### config.mk
export PLATFORM = sky130hd
export DESIGN_NAME = seg_desc_eval
export DESIGN_NICKNAME = d
export VERILOG_FILES = /design/src/rtl/seg_chk_pkg.sv /design/src/rtl/seg_desc_eval.sv
export SDC_FILE = /design/constraint.sdc
export NUM_CORES = 1
export LEC_CHECK = 0
export CORE_AREA = 10 10 49 51
export DETAILED_ROUTE_END_ITERATION = 8
export DIE_AREA = 0 0 59 61
export PLACE_DENSITY = 0.85
export RECOVER_POWER = 100
export SYNTH_ARGS = -nofsm -noshare
export SYNTH_HDL_FRONTEND = slang
export SYNTH_SLANG_ARGS = --single-unit
### constraint.sdc
create_clock -name vclk -period 4.5
set_clock_uncertainty 0.1 [all_clocks]
set_input_delay 0.45 -clock vclk [all_inputs]
set_output_delay 0.45 -clock vclk [all_outputs]
set_load 0.005 [all_outputs]
### src/rtl/seg_chk_pkg.sv
package seg_chk_pkg;
  localparam int SEL_W = 16;
  localparam int IDX_W = SEL_W - 3;
  localparam int ACC_W = 8;
  localparam int VEC_W = 8;

  localparam logic [VEC_W-1:0] VEC_GP = 8'd13;
  localparam logic [VEC_W-1:0] VEC_SS = 8'd12;
  localparam logic [VEC_W-1:0] VEC_NP = 8'd11;

  typedef enum logic [0:0] {ST_IDLE, ST_WAIT} st_e;

  typedef struct packed {
    logic             fault;
    logic [VEC_W-1:0] vec;
    logic [SEL_W-1:0] code;
  } verdict_t;
endpackage

### src/rtl/seg_desc_eval.sv
module seg_desc_eval
  import seg_chk_pkg::*;
(
  input  logic             tgt_ss_i,
  input  logic [SEL_W-1:0] sel_i,
  input  logic [1:0]       cpl_i,
  input  logic [ACC_W-1:0] acc_i,
  output verdict_t         verdict_o
);
  logic       present, sys_n, is_code, conf, rw;
  logic [1:0] dpl, rpl;
  logic       gp, absent;

  assign present = acc_i[7];
  assign dpl     = acc_i[6:5];
  assign sys_n   = acc_i[4];
  assign is_code = acc_i[3];
  assign conf    = acc_i[2];
  assign rw      = acc_i[1];
  assign rpl     = sel_i[1:0];

  always_comb begin
    if (tgt_ss_i)
      gp = (rpl != cpl_i) || (dpl != cpl_i) || !sys_n || is_code || !rw;
    else
      gp = !sys_n || (is_code && !rw) ||
           ((!is_code || !conf) && ((rpl > dpl) || (cpl_i > dpl)));
    absent = !gp && !present;

    verdict_o.fault = gp || absent;
    verdict_o.code  = verdict_o.fault ? {sel_i[SEL_W-1:2], 2'b00} : '0;
    if (gp)          verdict_o.vec = VEC_GP;
    else if (absent) verdict_o.vec = tgt_ss_i ? VEC_SS : VEC_NP;
    else             verdict_o.vec = '0;
  end
endmodule

==> results.md, run 1 <==
- Status: complete, no violations
- Crit-path most repeated cell: clkdlybuf4s50_1
- Fin Setup TNS: 0 ns
- DR vias: 474
- Port buffer count: 45
- Cells along the critical path: clkdlybuf4s50_1 -> inv_1 -> ha_1 -> nand2_1 -> o41ai_1 -> nand4_1 -> and2_4 -> clkdlybuf4s50_1
- FMAX: 0.270 GHz
- Multi-input gate area: 313 µm²
- P_leak: 0.341 nW
- Critical hold path startpoint: sel_i[10]
- Max stage delay on crit path: 0.51 ns
- Commonest non-fill, non-tap cell in the layout: clkdlybuf4s50_1
- ANT nets after route: 0
- Hold buffers post-CTS: 0
- Via/cell ratio: 4.35
- Die Wd: 59 µm
- Area grow syn2layout: 100%
- Post-route insts no fill: 109
- Final setup vio count: 0
- Seq/Total Area, Yosys: 0%
- Fillers: 150
- Share of the synthesized area in the top cell type: 19.7%
- Cell Pwr Density: 92.5 mW/mm²
- Drt wl/cell: 14.6 µm
- CTS resizes: 0
- Die area: 0.00360 mm²
- Tmin final: 3.70 ns
- CP top delay family: buffers and inverters
- RSZ-0062 raised after global routing: false
- Antenna diodes: 0
- Setup bufs post-CTS: 0
- Hold Path Depth: 3
- Critical path class: in -> out
- Hold Path Class: in -> out
- Utilization after layout: 54.3%
- Io pins: 52
- Starting Density: 27.1%
- Post-Route WL: 1.59 mm
- Clock buffers: 0
- Vias in the first global route: 541
- Slowest cell on crit path: nand4_1
- Top cells by area, synth: and2_4, ha_1, buf_4
- Seq cells: 0
- Layout cell share with drive strength beyond 1: 9.68%
- Number of remaining DRC errors: 0
- First-pass GRT wire length: 2.25 mm
- Post-synthesis cell count: 50
- Most frequent cells in the layout: clkdlybuf4s50_1, and2_4, conb_1
- Nets@finish: 126
- Hold Path End: verdict_o[10]
- Fin crit share: 82.3%
- Die H: 61 µm
- Maxcap violations: 0
- Pre-CTS setup slack: 1.08 ns
- Slew @ Worst Pin: 0.517 ns
- Remaining global-route overflow: 0
- Crit path max fanout: 15
- Critical path buffers and inverters: 3
- Syn Area/Cell: 7.98 µm²
- DP Wirelength: 1.50 mm
- Largest net degree at the start of global routing: 16
- Final Hold Fails: 0
- Synth area leader: and2_4
- Cell area after synthesis: 399 µm²
- Final Max Slew Viols: 0
- Storage element area: 0 µm²
- Drt pass-1 iters: 2
- Core ar.: 0.00147 mm²
- Yosys warning total: 0
- Total track usage: 7.50%
- Final setup margin: 0.797 ns
- Distinct cells, synth: 20
- Critical path required time: 3.95 ns
- Dpl cells: 109
- Worst setup SP type: input port
- Initial antenna violation count: 0
- Worst VDD drop: 42.3 µV
- Critical path arrival: 3.15 ns
- Row count: 14
- Rel. slew slack: 65.4%
- Crit end category: output port
- DRT iter0 DRCs: 12
- RD Place Congestion: 0.669
-- report_power, final --
| group | switching [mW] | total [mW] | internal, mW |
|---|---|---|---|
| Sequential | 0 | 0 | 0 |
| Combinational | 0.0239 | 0.0738 | 0.0499 |
| Clock | 0 | 0 | 0 |
| Total | 0.0239 | 0.0738 | 0.0499 |
-- metrics by stage --
step | instance area [µm²] | hold WS, ns | total power, mW
6_report | 798 | 1.75 | 0.0738
5_1_grt | 798 | 1.78 | 0.0810
4_1_cts | 832 | 1.76 | 0.0800
3_5_place_dp | 832 | 1.76 | 0.0797
3_3_place_gp | 832 | 1.76 | 0.0779
2_1_floorplan | 418 | 0.834 | 0.0351
-- logic make-up after synthesis --
| logic type | after synthesis | share of synthesized area, % |
|---|---|---|
| AND/OR/NAND/NOR | 26 | 46.1 |
| AO/OA/AOI/OAI | 6 | 18.2 |
| XOR/XNOR | 2 | 4.39 |
| buffers and inverters | 11 | 17.9 |
| adder cells (fa/ha/maj) | 4 | 12.5 |
| other | 1 | 0.940 |
-- Yosys cell counts --
library cell / count
nand2_1: 4
xor2_1: 2
inv_1: 4
and4b_1: 1
and2_4: 9
o21ai_1: 2
o211ai_2: 1
o41ai_4: 1
nand4_2: 1
buf_4: 6
and3_1: 1
o21bai_1: 1
nor2b_1: 2
nor3_1: 1
nand4_1: 2
and2_1: 5
buf_6: 1
conb_1: 1
o2111ai_2: 1
ha_1: 4
-- worst max path at each step --
stage	start	end	slack [ns]	cells after the start
6_report	cpl_i[0]	verdict_o[13]	0.80	8
5_1_grt	acc_i[6]	verdict_o[13]	0.48	8
4_1_cts	cpl_i[0]	verdict_o[13]	1.09	8
3_5_place_dp	cpl_i[0]	verdict_o[13]	1.08	8
3_3_place_gp	cpl_i[0]	verdict_o[4]	1.15	8
2_1_floorplan	acc_i[6]	verdict_o[10]	2.23	7
-- cell type report --
cell class,count,area share (%)
repair buffers,45,56.4
well taps,16,2.51
inverters,4,1.88
multi-input cells,44,39.2
-- routing by layer --
metal	up-vias	share of wire, %	GRT usage, %
li1	243	-	-
met1	206	31	6.46
met2	25	56	15.8
met3	0	12	3.76
met4	0	0	0
met5	-	0	0
(Power assumes the default switching activity.)
==> inputs of run 2 (changes only) <==
--- a/config.mk
+++ b/config.mk
@@ -5,10 +5,10 @@
 export SDC_FILE = /design/constraint.sdc
 export NUM_CORES = 1
 export LEC_CHECK = 0
-export CORE_AREA = 10 10 49 51
+export CORE_AREA = 10 10 52 50
 export DETAILED_ROUTE_END_ITERATION = 8
-export DIE_AREA = 0 0 59 61
-export PLACE_DENSITY = 0.85
+export DIE_AREA = 0 0 62 60
+export PLACE_DENSITY = 0.82
 export RECOVER_POWER = 100
 export SYNTH_ARGS = -nofsm -noshare
 export SYNTH_HDL_FRONTEND = slang
==> constraint.sdc (replaced) <==
create_clock -name vclk -period 3.5
set_clock_uncertainty 0.1 [all_clocks]
set_input_delay 0.35 -clock vclk [all_inputs]
set_output_delay 0.35 -clock vclk [all_outputs]
set_load 0.005 [all_outputs]
==> results.md, run 2 (synthesis gave the netlist of run 1 again) <==
- Vias in the first global route: 553
- Final Max Slew Viols: 0
- Placed Instance Area: 842 µm²
- Antenna diodes: 0
- DRT iter0 DRCs: 10
- Storage element area: 0 µm²
- Port buffer count: 45
- Die Wd: 62 µm
- Commonest non-fill, non-tap cell in the layout: clkdlybuf4s50_1
- Post-Route WL: 1.66 mm
- Drt wl/cell: 14.1 µm
- Critical hold path startpoint: sel_i[5]
- Fin Setup TNS: 0 ns
- Fin crit share: 90.8%
- Final setup vio count: 0
- Number of remaining DRC errors: 0
- RD Place Congestion: 0.643
- Crit path launch: cpl_i[0]
- Die area: 0.00372 mm²
- Hold buffers post-CTS: 0
- Utilization after layout: 51.4%
- Die H: 60 µm
- Starting Density: 25.0%
- Critical path required time: 3.05 ns
- FMAX: 0.315 GHz
- Hold WS: 1.55 ns
- Worst setup SP type: input port
- Row count: 14
- Total track usage: 8.49%
- ANT nets after route: 0
- Core ar.: 0.00159 mm²
- Tmin final: 3.18 ns
- Area grow syn2layout: 105%
- P_leak: 0.345 nW
- Drt pass-1 iters: 2
- Critical path class: in -> out
- Multi-input gate area: 324 µm²
- Most frequent cells in the layout: clkdlybuf4s50_1, conb_1, and2_2, and2_1
- Initial antenna violation count: 0
- Crit end category: output port
- Fillers: 167
- Via/cell ratio: 4.09
- Cell Pwr Density: 117 mW/mm²
- DR vias: 479
- Layout cell share with drive strength beyond 1: 8.60%
- RSZ-0062 raised after global routing: false
- First-pass GRT wire length: 2.54 mm
- Final Hold Fails: 0
- Clock buffers: 0
- Worst VDD drop: 54.2 µV
- Remaining global-route overflow: 0
- Largest net degree at the start of global routing: 16
- Nets@finish: 126
- CP endpoint: verdict_o[14]
- Crit path max fanout: 15
- Setup bufs post-CTS: 0
- Finished Cell Area: 820 µm²
- Seq cells: 0
- Hold Path Class: in -> out
- Critical path arrival: 2.73 ns
- Maxcap violations: 0
- Status: complete, no violations
- DP Wirelength: 1.52 mm
- Io pins: 52
- CTS resizes: 0
-- run 2: cell counts in the layout (fill, tap and decap cells not counted) --
Identical to the previous run, type by type.
-- run 2: cell type report --
class / count / area share, %
well taps: 24 / 3.66
inverters: 4 / 1.83
repair buffers: 45 / 55.0
multi-input cells: 44 / 39.5
-- run 2: per-stage QoR --
stage / setup WS [ns] / std cells / power (mW)
6_report: 0.323 / 117 / 0.0960
5_1_grt: 0.0971 / 117 / 0.105
4_1_cts: 0.281 / 117 / 0.104
3_5_place_dp: 0.280 / 117 / 0.103
3_3_place_gp: 0.325 / 117 / 0.101
2_1_floorplan: 1.43 / 55 / 0.0451
-- run 2: power breakdown --
part	leakage (nW)	switching, mW	internal [mW]
logic	0.345	0.0342	0.0617
clock network	0	0	0
registers	0	0	0
total	0.345	0.0342	0.0617
-- run 2: critical path, cell delays in order --
cell             delay [ns]
clkdlybuf4s50_1        0.50
inv_1                  0.05
ha_1                   0.27
nand2_1                0.10
o41ai_4                0.39
nand4_2                0.32
and2_2                 0.31
clkdlybuf4s50_1        0.46
-- run 2: worst min path at each step --
| stage | slack (ns) | cells after the start | to |
|---|---|---|---|
| finish | 1.55 | 3 | verdict_o[5] |
| global route | 1.57 | 3 | verdict_o[5] |
| CTS | 1.56 | 3 | verdict_o[5] |
| detailed placement | 1.57 | 3 | verdict_o[5] |
| global placement | 1.56 | 3 | verdict_o[3] |
| floorplan | 0.63 | 1 | verdict_o[17] |
-- run 2: routing by layer --
metal | GRT usage, % | part of all wire (%) | vias to the layer above
met5 | 0 | 0 | -
met4 | 0 | 0 | 0
met3 | 1.91 | 5.8 | 0
met2 | 17.8 | 60 | 17
met1 | 8.38 | 35 | 218
li1 | - | - | 244
